==> config.mk <==
export PLATFORM = sky130hd
export DESIGN_NAME = chan_cfg_programmer
export DESIGN_NICKNAME = d
export VERILOG_FILES = /design/src/rtl/chan_cfg_pkg.sv /design/src/rtl/cmd_fsm.sv /design/src/rtl/chan_reg_bank.sv /design/src/rtl/first_enabled_mux.sv /design/src/rtl/chan_cfg_programmer.sv
export SDC_FILE = /design/constraint.sdc
export NUM_CORES = 1
export LEC_CHECK = 0
export ABC_CLOCK_PERIOD_IN_PS = 4800
export BUFFER_PORTS_ARGS = -buffer_cell sky130_fd_sc_hd__buf_2
export CAP_MARGIN = 20
export CORE_MARGIN = 2
export CORE_UTILIZATION = 30
export DETAILED_ROUTE_END_ITERATION = 12
export PLACE_DENSITY_LB_ADDON = 0.05
export REMOVE_ABC_BUFFERS = 1
export SLEW_MARGIN = 20
export SYNTH_ARGS = -nofsm -noshare
export SYNTH_HDL_FRONTEND = slang
export SYNTH_SLANG_ARGS = --single-unit
==> constraint.sdc <==
create_clock -name clk -period 4.8 [get_ports clk]
set_clock_uncertainty 0.2 [all_clocks]
set_input_delay 0.72 -clock clk [delete_from_list [all_inputs] [get_ports clk]]
set_output_delay 0.72 -clock clk [all_outputs]
set_load 0.02 [all_outputs]
==> src/rtl/chan_cfg_pkg.sv <==
package chan_cfg_pkg;

    localparam logic [7:0] OPC_MASK_WR = 8'h0E;
    localparam logic [7:0] OPC_MASK_RD = 8'h0F;
    localparam logic [4:0] OPC_CFG_WR_HI = 5'b00010;
    localparam logic [4:0] OPC_CFG_RD_HI = 5'b00011;

    typedef enum logic [2:0] {
        OP_NONE,
        OP_MASK_WR,
        OP_MASK_RD,
        OP_CFG_WR,
        OP_CFG_RD
    } op_kind_e;

    typedef enum logic [1:0] {
        S_IDLE,
        S_DATA,
        S_RESP
    } fsm_state_e;

    function automatic op_kind_e decode_op(input logic [7:0] b);
        op_kind_e k;
        if (b == OPC_MASK_WR)
            k = OP_MASK_WR;
        else if (b == OPC_MASK_RD)
            k = OP_MASK_RD;
        else if (b[7:3] == OPC_CFG_WR_HI)
            k = OP_CFG_WR;
        else if (b[7:3] == OPC_CFG_RD_HI)
            k = OP_CFG_RD;
        else
            k = OP_NONE;
        return k;
    endfunction

endpackage

==> src/rtl/cmd_fsm.sv <==
module cmd_fsm
    import chan_cfg_pkg::*;
#(
    parameter int DATA_W = 8,
    parameter int IDX_W  = 3,
    parameter int NUM_CH = 4
) (
    input  logic              clk,
    input  logic              rst_n,
    input  logic              cmd_valid,
    input  logic [7:0]        cmd_byte,
    output logic              cmd_ready,
    input  logic [NUM_CH-1:0] en_mask,
    input  logic [DATA_W-1:0] sel_data,
    output logic [IDX_W-1:0]  rd_idx,
    output logic              mask_we,
    output logic              cfg_we,
    output logic [IDX_W-1:0]  wr_idx,
    output logic [DATA_W-1:0] wr_data,
    output logic              rsp_valid,
    output logic [DATA_W-1:0] rsp_byte
);

    localparam int PAD_W = DATA_W - NUM_CH;

    fsm_state_e          state_q, state_d;
    op_kind_e            kind_q, kind_in;
    logic [IDX_W-1:0]    idx_q;
    logic [DATA_W-1:0]   rsp_q, rsp_d;

    assign kind_in  = decode_op(cmd_byte);
    assign rd_idx   = cmd_byte[IDX_W-1:0];
    assign wr_idx   = idx_q;
    assign wr_data  = cmd_byte;
    assign rsp_byte = rsp_q;

    // state register
    always_ff @(posedge clk or negedge rst_n) begin
        if (!rst_n) begin
            state_q <= S_IDLE;
            kind_q  <= OP_NONE;
            idx_q   <= '0;
            rsp_q   <= '0;
        end else begin
            state_q <= state_d;
            if (state_q == S_IDLE && cmd_valid) begin
                kind_q <= kind_in;
                idx_q  <= cmd_byte[IDX_W-1:0];
                rsp_q  <= rsp_d;
            end
        end
    end

    // outputs and next state
    always_comb begin
        state_d   = state_q;
        cmd_ready = 1'b0;
        rsp_valid = 1'b0;
        mask_we   = 1'b0;
        cfg_we    = 1'b0;
        rsp_d     = sel_data;
        unique case (state_q)
            S_IDLE: begin
                cmd_ready = 1'b1;
                if (cmd_valid) begin
                    unique case (kind_in)
                        OP_MASK_WR, OP_CFG_WR: state_d = S_DATA;
                        OP_MASK_RD: begin
                            state_d = S_RESP;
                            rsp_d   = {{PAD_W{1'b0}}, en_mask};
                        end
                        OP_CFG_RD:  state_d = S_RESP;
                        default:    state_d = S_IDLE;
                    endcase
                end
            end
            S_DATA: begin
                cmd_ready = 1'b1;
                if (cmd_valid) begin
                    mask_we = (kind_q == OP_MASK_WR);
                    cfg_we  = (kind_q == OP_CFG_WR);
                    state_d = S_IDLE;
                end
            end
            S_RESP: begin
                rsp_valid = 1'b1;
                state_d   = S_IDLE;
            end
            default: state_d = S_IDLE;
        endcase
    end

    AST_RSP_PULSE: assert property (@(posedge clk) disable iff (!rst_n)
        rsp_valid |=> !rsp_valid);
    AST_RSP_NOT_READY: assert property (@(posedge clk) disable iff (!rst_n)
        rsp_valid |-> !cmd_ready);
    AST_UNDEF_IDLE: assert property (@(posedge clk) disable iff (!rst_n)
        (state_q == S_IDLE && cmd_valid && kind_in == OP_NONE)
        |=> (state_q == S_IDLE && !rsp_valid));

endmodule

==> src/rtl/chan_reg_bank.sv <==
module chan_reg_bank #(
    parameter int DATA_W = 8,
    parameter int NUM_CH = 4,
    parameter int REGS   = 8,
    parameter int IDX_W  = $clog2(REGS)
) (
    input  logic                          clk,
    input  logic                          rst_n,
    input  logic                          wr_en,
    input  logic [NUM_CH-1:0]             en_mask,
    input  logic [IDX_W-1:0]              wr_idx,
    input  logic [DATA_W-1:0]             wr_data,
    input  logic [IDX_W-1:0]              rd_idx,
    output logic [NUM_CH-1:0][DATA_W-1:0] ch_rd
);

    logic [NUM_CH-1:0][REGS-1:0][DATA_W-1:0] image;

    for (genvar c = 0; c < NUM_CH; c++) begin : g_ch
        logic [REGS-1:0][DATA_W-1:0] regs_q;
        always_ff @(posedge clk or negedge rst_n) begin
            if (!rst_n)
                regs_q <= '0;
            else if (wr_en && en_mask[c])
                regs_q[wr_idx] <= wr_data;
        end
        assign image[c] = regs_q;
        assign ch_rd[c] = regs_q[rd_idx];
    end

    AST_NO_EN_NO_WRITE: assert property (@(posedge clk) disable iff (!rst_n)
        (en_mask == '0) |=> $stable(image));
    AST_IDLE_BANK_STABLE: assert property (@(posedge clk) disable iff (!rst_n)
        !wr_en |=> $stable(image));

endmodule

==> src/rtl/first_enabled_mux.sv <==
module first_enabled_mux #(
    parameter int DATA_W = 8,
    parameter int NUM_CH = 4
) (
    input  logic [NUM_CH-1:0]             en_mask,
    input  logic [NUM_CH-1:0][DATA_W-1:0] ch_rd,
    output logic [DATA_W-1:0]             sel_data
);

    always_comb begin
        sel_data = '0;
        for (int c = NUM_CH - 1; c >= 0; c--) begin
            if (en_mask[c])
                sel_data = ch_rd[c];
        end
    end

endmodule

==> src/rtl/chan_cfg_programmer.sv <==
module chan_cfg_programmer #(
    parameter int NUM_CH = 4,
    parameter int REGS   = 8,
    parameter int DATA_W = 8
) (
    input  logic             clk,
    input  logic             rst_n,
    input  logic             cmd_valid,
    input  logic [7:0]       cmd_byte,
    output logic             cmd_ready,
    output logic             rsp_valid,
    output logic [7:0]       rsp_byte
);

    localparam int IDX_W = $clog2(REGS);

    logic [NUM_CH-1:0]             en_mask;
    logic [NUM_CH-1:0][DATA_W-1:0] ch_rd;
    logic [DATA_W-1:0]             sel_data;
    logic [IDX_W-1:0]              rd_idx, wr_idx;
    logic [DATA_W-1:0]             wr_data;
    logic                          mask_we, cfg_we;

    cmd_fsm #(.DATA_W(DATA_W), .IDX_W(IDX_W), .NUM_CH(NUM_CH)) fsm_i (
        .clk(clk), .rst_n(rst_n),
        .cmd_valid(cmd_valid), .cmd_byte(cmd_byte), .cmd_ready(cmd_ready),
        .en_mask(en_mask), .sel_data(sel_data), .rd_idx(rd_idx),
        .mask_we(mask_we), .cfg_we(cfg_we), .wr_idx(wr_idx), .wr_data(wr_data),
        .rsp_valid(rsp_valid), .rsp_byte(rsp_byte)
    );

    always_ff @(posedge clk or negedge rst_n) begin
        if (!rst_n)
            en_mask <= '0;
        else if (mask_we)
            en_mask <= wr_data[NUM_CH-1:0];
    end

    chan_reg_bank #(.DATA_W(DATA_W), .NUM_CH(NUM_CH), .REGS(REGS), .IDX_W(IDX_W)) bank_i (
        .clk(clk), .rst_n(rst_n), .wr_en(cfg_we), .en_mask(en_mask),
        .wr_idx(wr_idx), .wr_data(wr_data), .rd_idx(rd_idx), .ch_rd(ch_rd)
    );

    first_enabled_mux #(.DATA_W(DATA_W), .NUM_CH(NUM_CH)) mux_i (
        .en_mask(en_mask), .ch_rd(ch_rd), .sel_data(sel_data)
    );

    AST_MASK_ONLY_ON_WRITE: assert property (@(posedge clk) disable iff (!rst_n)
        !$stable(en_mask) |-> $past(mask_we));
    AST_NONE_READS_ZERO: assert property (@(posedge clk) disable iff (!rst_n)
        (rsp_valid && en_mask == '0) |-> (rsp_byte == 8'h00));

endmodule

==> results of run 1 <==
-- cell usage in the layout (no fill, tap or decap), drive strengths merged, types with 5 or more instances in the layout --
| cell | n |
|---|---|
| a21oi | 10 |
| a31oi | 6 |
| buf | 36 |
| clkbuf | 53 |
| clkinv | 7 |
| dfrtp | 276 |
| mux2 | 267 |
| mux2i | 9 |
| mux4 | 63 |
| nand2 | 46 |
| nand3 | 8 |
| nor2 | 42 |
| o21ai | 5 |
-- metal layers --
layer | routed length, um | part of all wire, %
met1 | 16920 | 47
met2 | 17000 | 47
met3 | 1446 | 4.0
met4 | 949 | 2.6
met5 | 0 | 0
-- layout make-up --
cell class | count | area (um^2)
fill | 4037 | 27390
sequential | 276 | 6907
multi-input combinational | 511 | 5598
clock buffer | 53 | 1076
tap | 539 | 674.4
timing repair buffer | 36 | 285.3
clock inverter | 9 | 95.09
inverter | 3 | 11.26
-- path summary, 6_finish.rpt --
path	startpoint	end
max	fsm_i.state_q[1]	bank_i.g_ch[2].regs_q[48]
min reg2reg	fsm_i.kind_q[0]	fsm_i.kind_q[0]
max reg2reg	fsm_i.state_q[1]	bank_i.g_ch[2].regs_q[48]
max in group asynchronous	rst_n	bank_i.g_ch[0].regs_q[57]
min in group clk	fsm_i.kind_q[0]	fsm_i.kind_q[0]
min	rst_n	bank_i.g_ch[2].regs_q[18]
-- state kept, by name, indices dropped and copies added, names as in the netlist --
| register | count |
|---|---|
| fsm_i.kind_q | 3 |
| bank_i.g_ch.regs_q | 256 |
| en_mask | 4 |
| fsm_i.rsp_byte | 8 |
| fsm_i.wr_idx | 3 |
| fsm_i.state_q | 2 |
-- cell families (layout without fill, tap and decap cells) --
| kind of cell | after synthesis | in the layout | share of synthesized area [%] |
|---|---|---|---|
| multiplexers | 339 | 339 | 35.32 |
| flip-flops | 276 | 276 | 54.02 |
| AND/OR/NAND/NOR | 125 | 125 | 5.901 |
| buffers and inverters | 64 | 101 | 2.192 |
| AO/OA/AOI/OAI | 47 | 47 | 2.564 |
-- per-stage QoR --
step | utilization [%] | power [uW] | hold WS [ns] | instance area (um^2)
detailed placement | 32.05 | 2639 | 0.2796 | 13480
CTS | 34.84 | 5360 | 0.09969 | 14650
global placement | 32.05 | 2635 | 0.2643 | 13480
floorplan | - | 2455 | 0.2244 | 12520
finish | 34.84 | 5256 | 0.03035 | 14650
global route | 34.84 | 5472 | 0.1242 | 14650
-- power by group through the flow --
stage                     combinational, uW  clock (uW)  sequential (uW)
after floorplan                        64.6           0             2390
after global placement                  246           0             2390
after detailed placement                250           0             2390
after CTS                               250        2760             2350
after global routing                    266        2860             2350
final                                   240        2670             2350
-- critical path: stages (launching register included) --
cell,delay (ns)
dfrtp_1,0.42
nand4b_1,0.28
nor3b_4,0.52
nand2_2,0.27
nor2_2,0.67
mux2_2,0.41
==> impl_metrics.json, run 1 <==
{
  "drcViolationCount": 0,
  "hold_class": "in2async",
  "die_h_um": 210.4,
  "syn_avg_cell_area_um2": 15.02,
  "grt-ovfl-total": 0,
  "initialDrtViolationCount": 304,
  "synth_top_area_share_pct": 54.02,
  "setup_tns_ns": 0,
  "clkPwrFrac_pct": 50.7,
  "rsz0062_at_grt": "no",
  "tightest_slew_ns": 0.9356,
  "grt_pass1_wl_mm": 54.97,
  "cts_hold_buf": 0,
  "dp_hpwl_mm": 22.60,
  "yosysWarnings": 0,
  "synth_ff_type": "dfrtp_1",
  "num_rows": 75,
  "viasPerCell": 5.126,
  "post-place-ws_ns": 1.344,
  "critPathArrivalTime_ns": 3.10,
  "core_area_um2": 42040,
  "dr.pass1.iters": 4,
  "hold_viol_final": 0,
  "antenna_found_initial": 1,
  "synth_seq_cells": 276,
  "cts_resized": 0,
  "postRouteAntennaNets": 0,
  "max_freq_ghz": 0.3459,
  "reg2reg_slack_ns": 1.91,
  "wire_per_inst_um": 25.45,
  "start_kind": "register",
  "critPathCaptureType": "register",
  "required_ns": 5.01,
  "p_seq_share_pct": 44.7,
  "crit_type": "reg2reg",
  "worstSkewPairLatency_ns": 0.53,
  "cp_max_fo": 8,
  "min_period_ns": 2.891,
  "r2r_cells": 5,
  "final.period_utilization_pct": 60.22,
  "synth_most_common_cell": "dfrtp_1",
  "ctsHtreeMaxLevel": 2,
  "vias": 7315,
  "io_pins": 21,
  "drt_wl_total_mm": 36.31,
  "die_x_um": 210.4,
  "grtUsageMet2_pct": 27.21,
  "ys_types": 48,
  "netlist_area_um2": 12780,
  "intPower_uw": 4043,
  "cts_root_buffer": "clkbuf_16",
  "grt-busiest-layer": "met2",
  "grt_use_total_pct": 17.04,
  "gp_congestion": 0.7289,
  "post-place-cells": 1365,
  "cts_buffer_depth": 3,
  "ir_worst_vdd_uv": 217.6,
  "use_met3_pct": 2.771,
  "cts_buffers": 35,
  "p_per_area_nw_per_um2": 358.8,
  "use_met1_pct": 23.60,
  "grt_pass1_vias": 8229,
  "fin_ws_ns": 1.909,
  "portBuffers": 20,
  "swShare_pct": 23.07,
  "cts_setup_buffers": 0,
  "initial_core_util_pct": 30.41,
  "fin_cells": 1427,
  "cts_tree": "done",
  "finalSetupViolations": 0,
  "synth_common_cells": "dfrtp_1 (276), mux2_2 (267), mux4_2 (63), clkbuf_1 (42), nand2_1 (42)",
  "die-area_um2": 44280,
  "pwr-share-comb_pct": 4.6,
  "p_leak_uw": 0.006839,
  "synth_cells": 851,
  "relSlewSlack_pct": 37.63,
  "diodes": 0,
  "clk_pin_slew_ns": 0.06,
  "ys_seq_area_share_pct": 54.02,
  "synth_edf_count": 0,
  "syn_to_final_growth_pct": 14.56,
  "p_sw_uw": 1212,
  "grt_start_max_net_pins": 110,
  "nNetsFinal": 874,
  "synthTopCellsByArea": "dfrtp_1 (54%), mux2_2 (24%), mux4_2 (11%)",
  "synth.largest_area_cell": "dfrtp_1",
  "status": "finished clean",
  "cts_sinks": 276,
  "synth_async_sr_flop_share_pct": 100.0,
  "drive_gt1_share_pct": 52.14,
  "drv_slew": 0,
  "max-cap-violations": 0
}
Note: power is estimated with default switching activity, not from simulation.
==> inputs of run 2 (changes only) <==
- ABC_AREA: not set -> 1
- ABC_CLOCK_PERIOD_IN_PS: 4800 -> 2500
- clock period: 4.8 -> 2.5 ns (I/O delays scaled with it)
==> run 2 against run 1 <==
Combinational power rose to 2.9 times the previous value. Clock power rose by 85%. Critical path depth rose by 5. Largest power group unchanged. Count of clock-buffer cells in the layout fell by 1. Setup slack got worse by 1.4 ns. Sequential power rose by 91%. Non-clock buffer count rose by 81. Critical path type is now in2reg.
==> impl_metrics.json, run 2 <==
{
  "synth_cells": 1544,
  "largest_reg_flops": 256,
  "crit_type": "in2reg",
  "cpMostUsedCell": "nand2_1",
  "drt_wl_total_mm": 43.25,
  "p_leak_uw": 0.006707,
  "yosysWarnings": 0,
  "ys_types": 27,
  "status": "finished clean",
  "clk_pin_slew_ns": 0.05,
  "vias": 10411,
  "ys_seq_area_share_pct": 54.33,
  "grt-ovfl-total": 0,
  "synth_edf_count": 0,
  "synth_ff_type": "dfrtp_1",
  "viasPerCell": 4.833,
  "synth_async_sr_flop_share_pct": 100.0,
  "synthTopCellsByArea": "dfrtp_1 (54%), nand2_1 (16%), o21ai_0 (12%)",
  "hold_viol_final": 0,
  "regMostFlops": "bank_i.g_ch.regs_q",
  "die-area_um2": 44040,
  "required_ns": 2.70,
  "grt_start_max_net_pins": 62,
  "fin_ws_ns": 0.5228,
  "cts_sinks": 276,
  "netlist_area_um2": 12710,
  "cts_resized": 0,
  "post-place-ws_ns": 0.1705,
  "cts_buffers": 36,
  "fin_cells": 2154,
  "dp_hpwl_mm": 27.10,
  "final_cell_mix": "nand2_1 (528), o21ai_0 (309), dfrtp_1 (276)",
  "final.period_utilization_pct": 79.09,
  "io_pins": 21,
  "drive_gt1_share_pct": 11.02,
  "drcViolationCount": 0,
  "post-place-cells": 2090,
  "critPathCaptureType": "register",
  "worst_path_max_delay_cell": "dlygate4sd3_1",
  "gp_congestion": 0.7671,
  "nNetsFinal": 1604,
  "crit_chain": "dlygate4sd3_1 -> buf_2 -> nand2_1 -> nor2_1 -> nand3_4 -> nor2_4 -> nand2_1 -> buf_4 -> nand2_1 -> o21ai_0",
  "tightest_slew_ns": 0.5990,
  "grt_pass1_vias": 10523,
  "synth_seq_cells": 276,
  "synth_common_cells": "nand2_1 (528), o21ai_0 (309), dfrtp_1 (276), nor2_1 (117), nand3_1 (63)",
  "drv_slew": 0,
  "portBuffers": 20,
  "num_rows": 75,
  "cts_root_buffer": "clkbuf_16",
  "final_core_util_pct": 35.47,
  "die_h_um": 209.9,
  "final_common_cell": "nand2_1",
  "core_area_um2": 41850,
  "synth_most_common_cell": "nand2_1",
  "max-cap-violations": 0,
  "ctsHtreeMaxLevel": 2,
  "relSlewSlack_pct": 60.07,
  "initialDrtViolationCount": 841,
  "max_freq_ghz": 0.5058,
  "rsz0062_at_grt": "no",
  "ir_worst_vdd_uv": 339.2,
  "wire_per_inst_um": 20.08,
  "grt_use_total_pct": 20.35,
  "min_period_ns": 1.977,
  "finalSetupViolations": 0,
  "worstSkewPairLatency_ns": 0.55,
  "p_per_area_nw_per_um2": 683.1,
  "synth.largest_area_cell": "dfrtp_1",
  "fill_cells": 4437,
  "diodes": 0,
  "hold_ws_ns": 0.02825,
  "postRouteAntennaNets": 0,
  "syn_avg_cell_area_um2": 8.234,
  "slowest_delay_ns": 0.52,
  "start_kind": "input pin",
  "dr.pass1.iters": 5,
  "critPathArrivalTime_ns": 2.17,
  "syn_to_final_growth_pct": 16.77,
  "initial_core_util_pct": 30.38,
  "cp_max_fo": 16,
  "finalPower_uw": 10140,
  "antenna_found_initial": 0,
  "hold_class": "in2reg",
  "cts_buffer_depth": 3,
  "cts_tree": "done",
  "grt_pass1_wl_mm": 67.49,
  "synth_top_area_share_pct": 54.33,
  "die_x_um": 209.9
}
run 2: cell type report:
class | count | area [um^2] | share of cell area [%]
clock inverters | 8 | 50.05 | 0.3371
flip-flops and latches | 276 | 6907 | 46.52
repair buffers | 117 | 1076 | 7.248
clock buffers | 52 | 1042 | 7.021
multi-input cells | 1104 | 4877 | 32.85
well taps | 539 | 674.4 | 4.543
inverters | 58 | 219.0 | 1.475
run 2: metal layers:
| layer | vias to the layer above | part of all wire [%] | global-route usage (%) |
|---|---|---|---|
| met5 | - | 0 | 0 |
| met4 | 0 | 1.5 | 4.549 |
| met3 | 43 | 3.4 | 3.217 |
| met2 | 166 | 47 | 33.14 |
| met1 | 5071 | 49 | 28.57 |
| li1 | 5131 | - | - |
run 2: logic make-up after synthesis:
kind of cell | Yosys count | share of synthesized area [%]
flops | 276 | 54.33
buf+inv | 164 | 7.312
compound gates | 336 | 13.64
simple gates | 768 | 24.72
run 2: path summary, 6_finish.rpt:
check	startpoint	to	slack, ns	cells past startpoint
max	cmd_valid	bank_i.g_ch[3].regs_q[4]	0.52	10
min	cmd_byte[3]	fsm_i.kind_q[1]	0.03	4
max reg2reg	fsm_i.state_q[1]	bank_i.g_ch[3].regs_q[4]	0.63	7
min reg2reg	bank_i.g_ch[2].regs_q[10]	bank_i.g_ch[2].regs_q[10]	0.28	2
max in group asynchronous	rst_n	bank_i.g_ch[2].regs_q[60]	1.19	3
min in group asynchronous	rst_n	bank_i.g_ch[2].regs_q[13]	0.22	2
run 2: worst max-delay path: cells and delay by family:
family | cells | cell delay [ns]
AO/OA/AOI/OAI | 1 | 0.07
AND/OR/NAND/NOR | 6 | 0.87
buffers and inverters | 3 | 0.85
run 2: report_power, final:
group / switching [uW] / internal (uW) / total [uW]
registers: 19.7 / 4480 / 4500
clock network: 2050 / 2880 / 4940
logic: 501 / 201 / 702
run 2: what timing repair did:
action	4_1_cts	5_1_grt
hold endpoints to repair	58	0
hold buffers	4	0
setup endpoints to repair	0	0
buffers inserted	0	0
run 2: through the flow:
stage | cell area, um^2 | setup TNS [ns]
2_1_floorplan | 12000 | -2.012
3_3_place_gp | 13710 | 0
3_5_place_dp | 13710 | 0
4_1_cts | 14850 | 0
5_1_grt | 14850 | 0
6_report | 14850 | 0
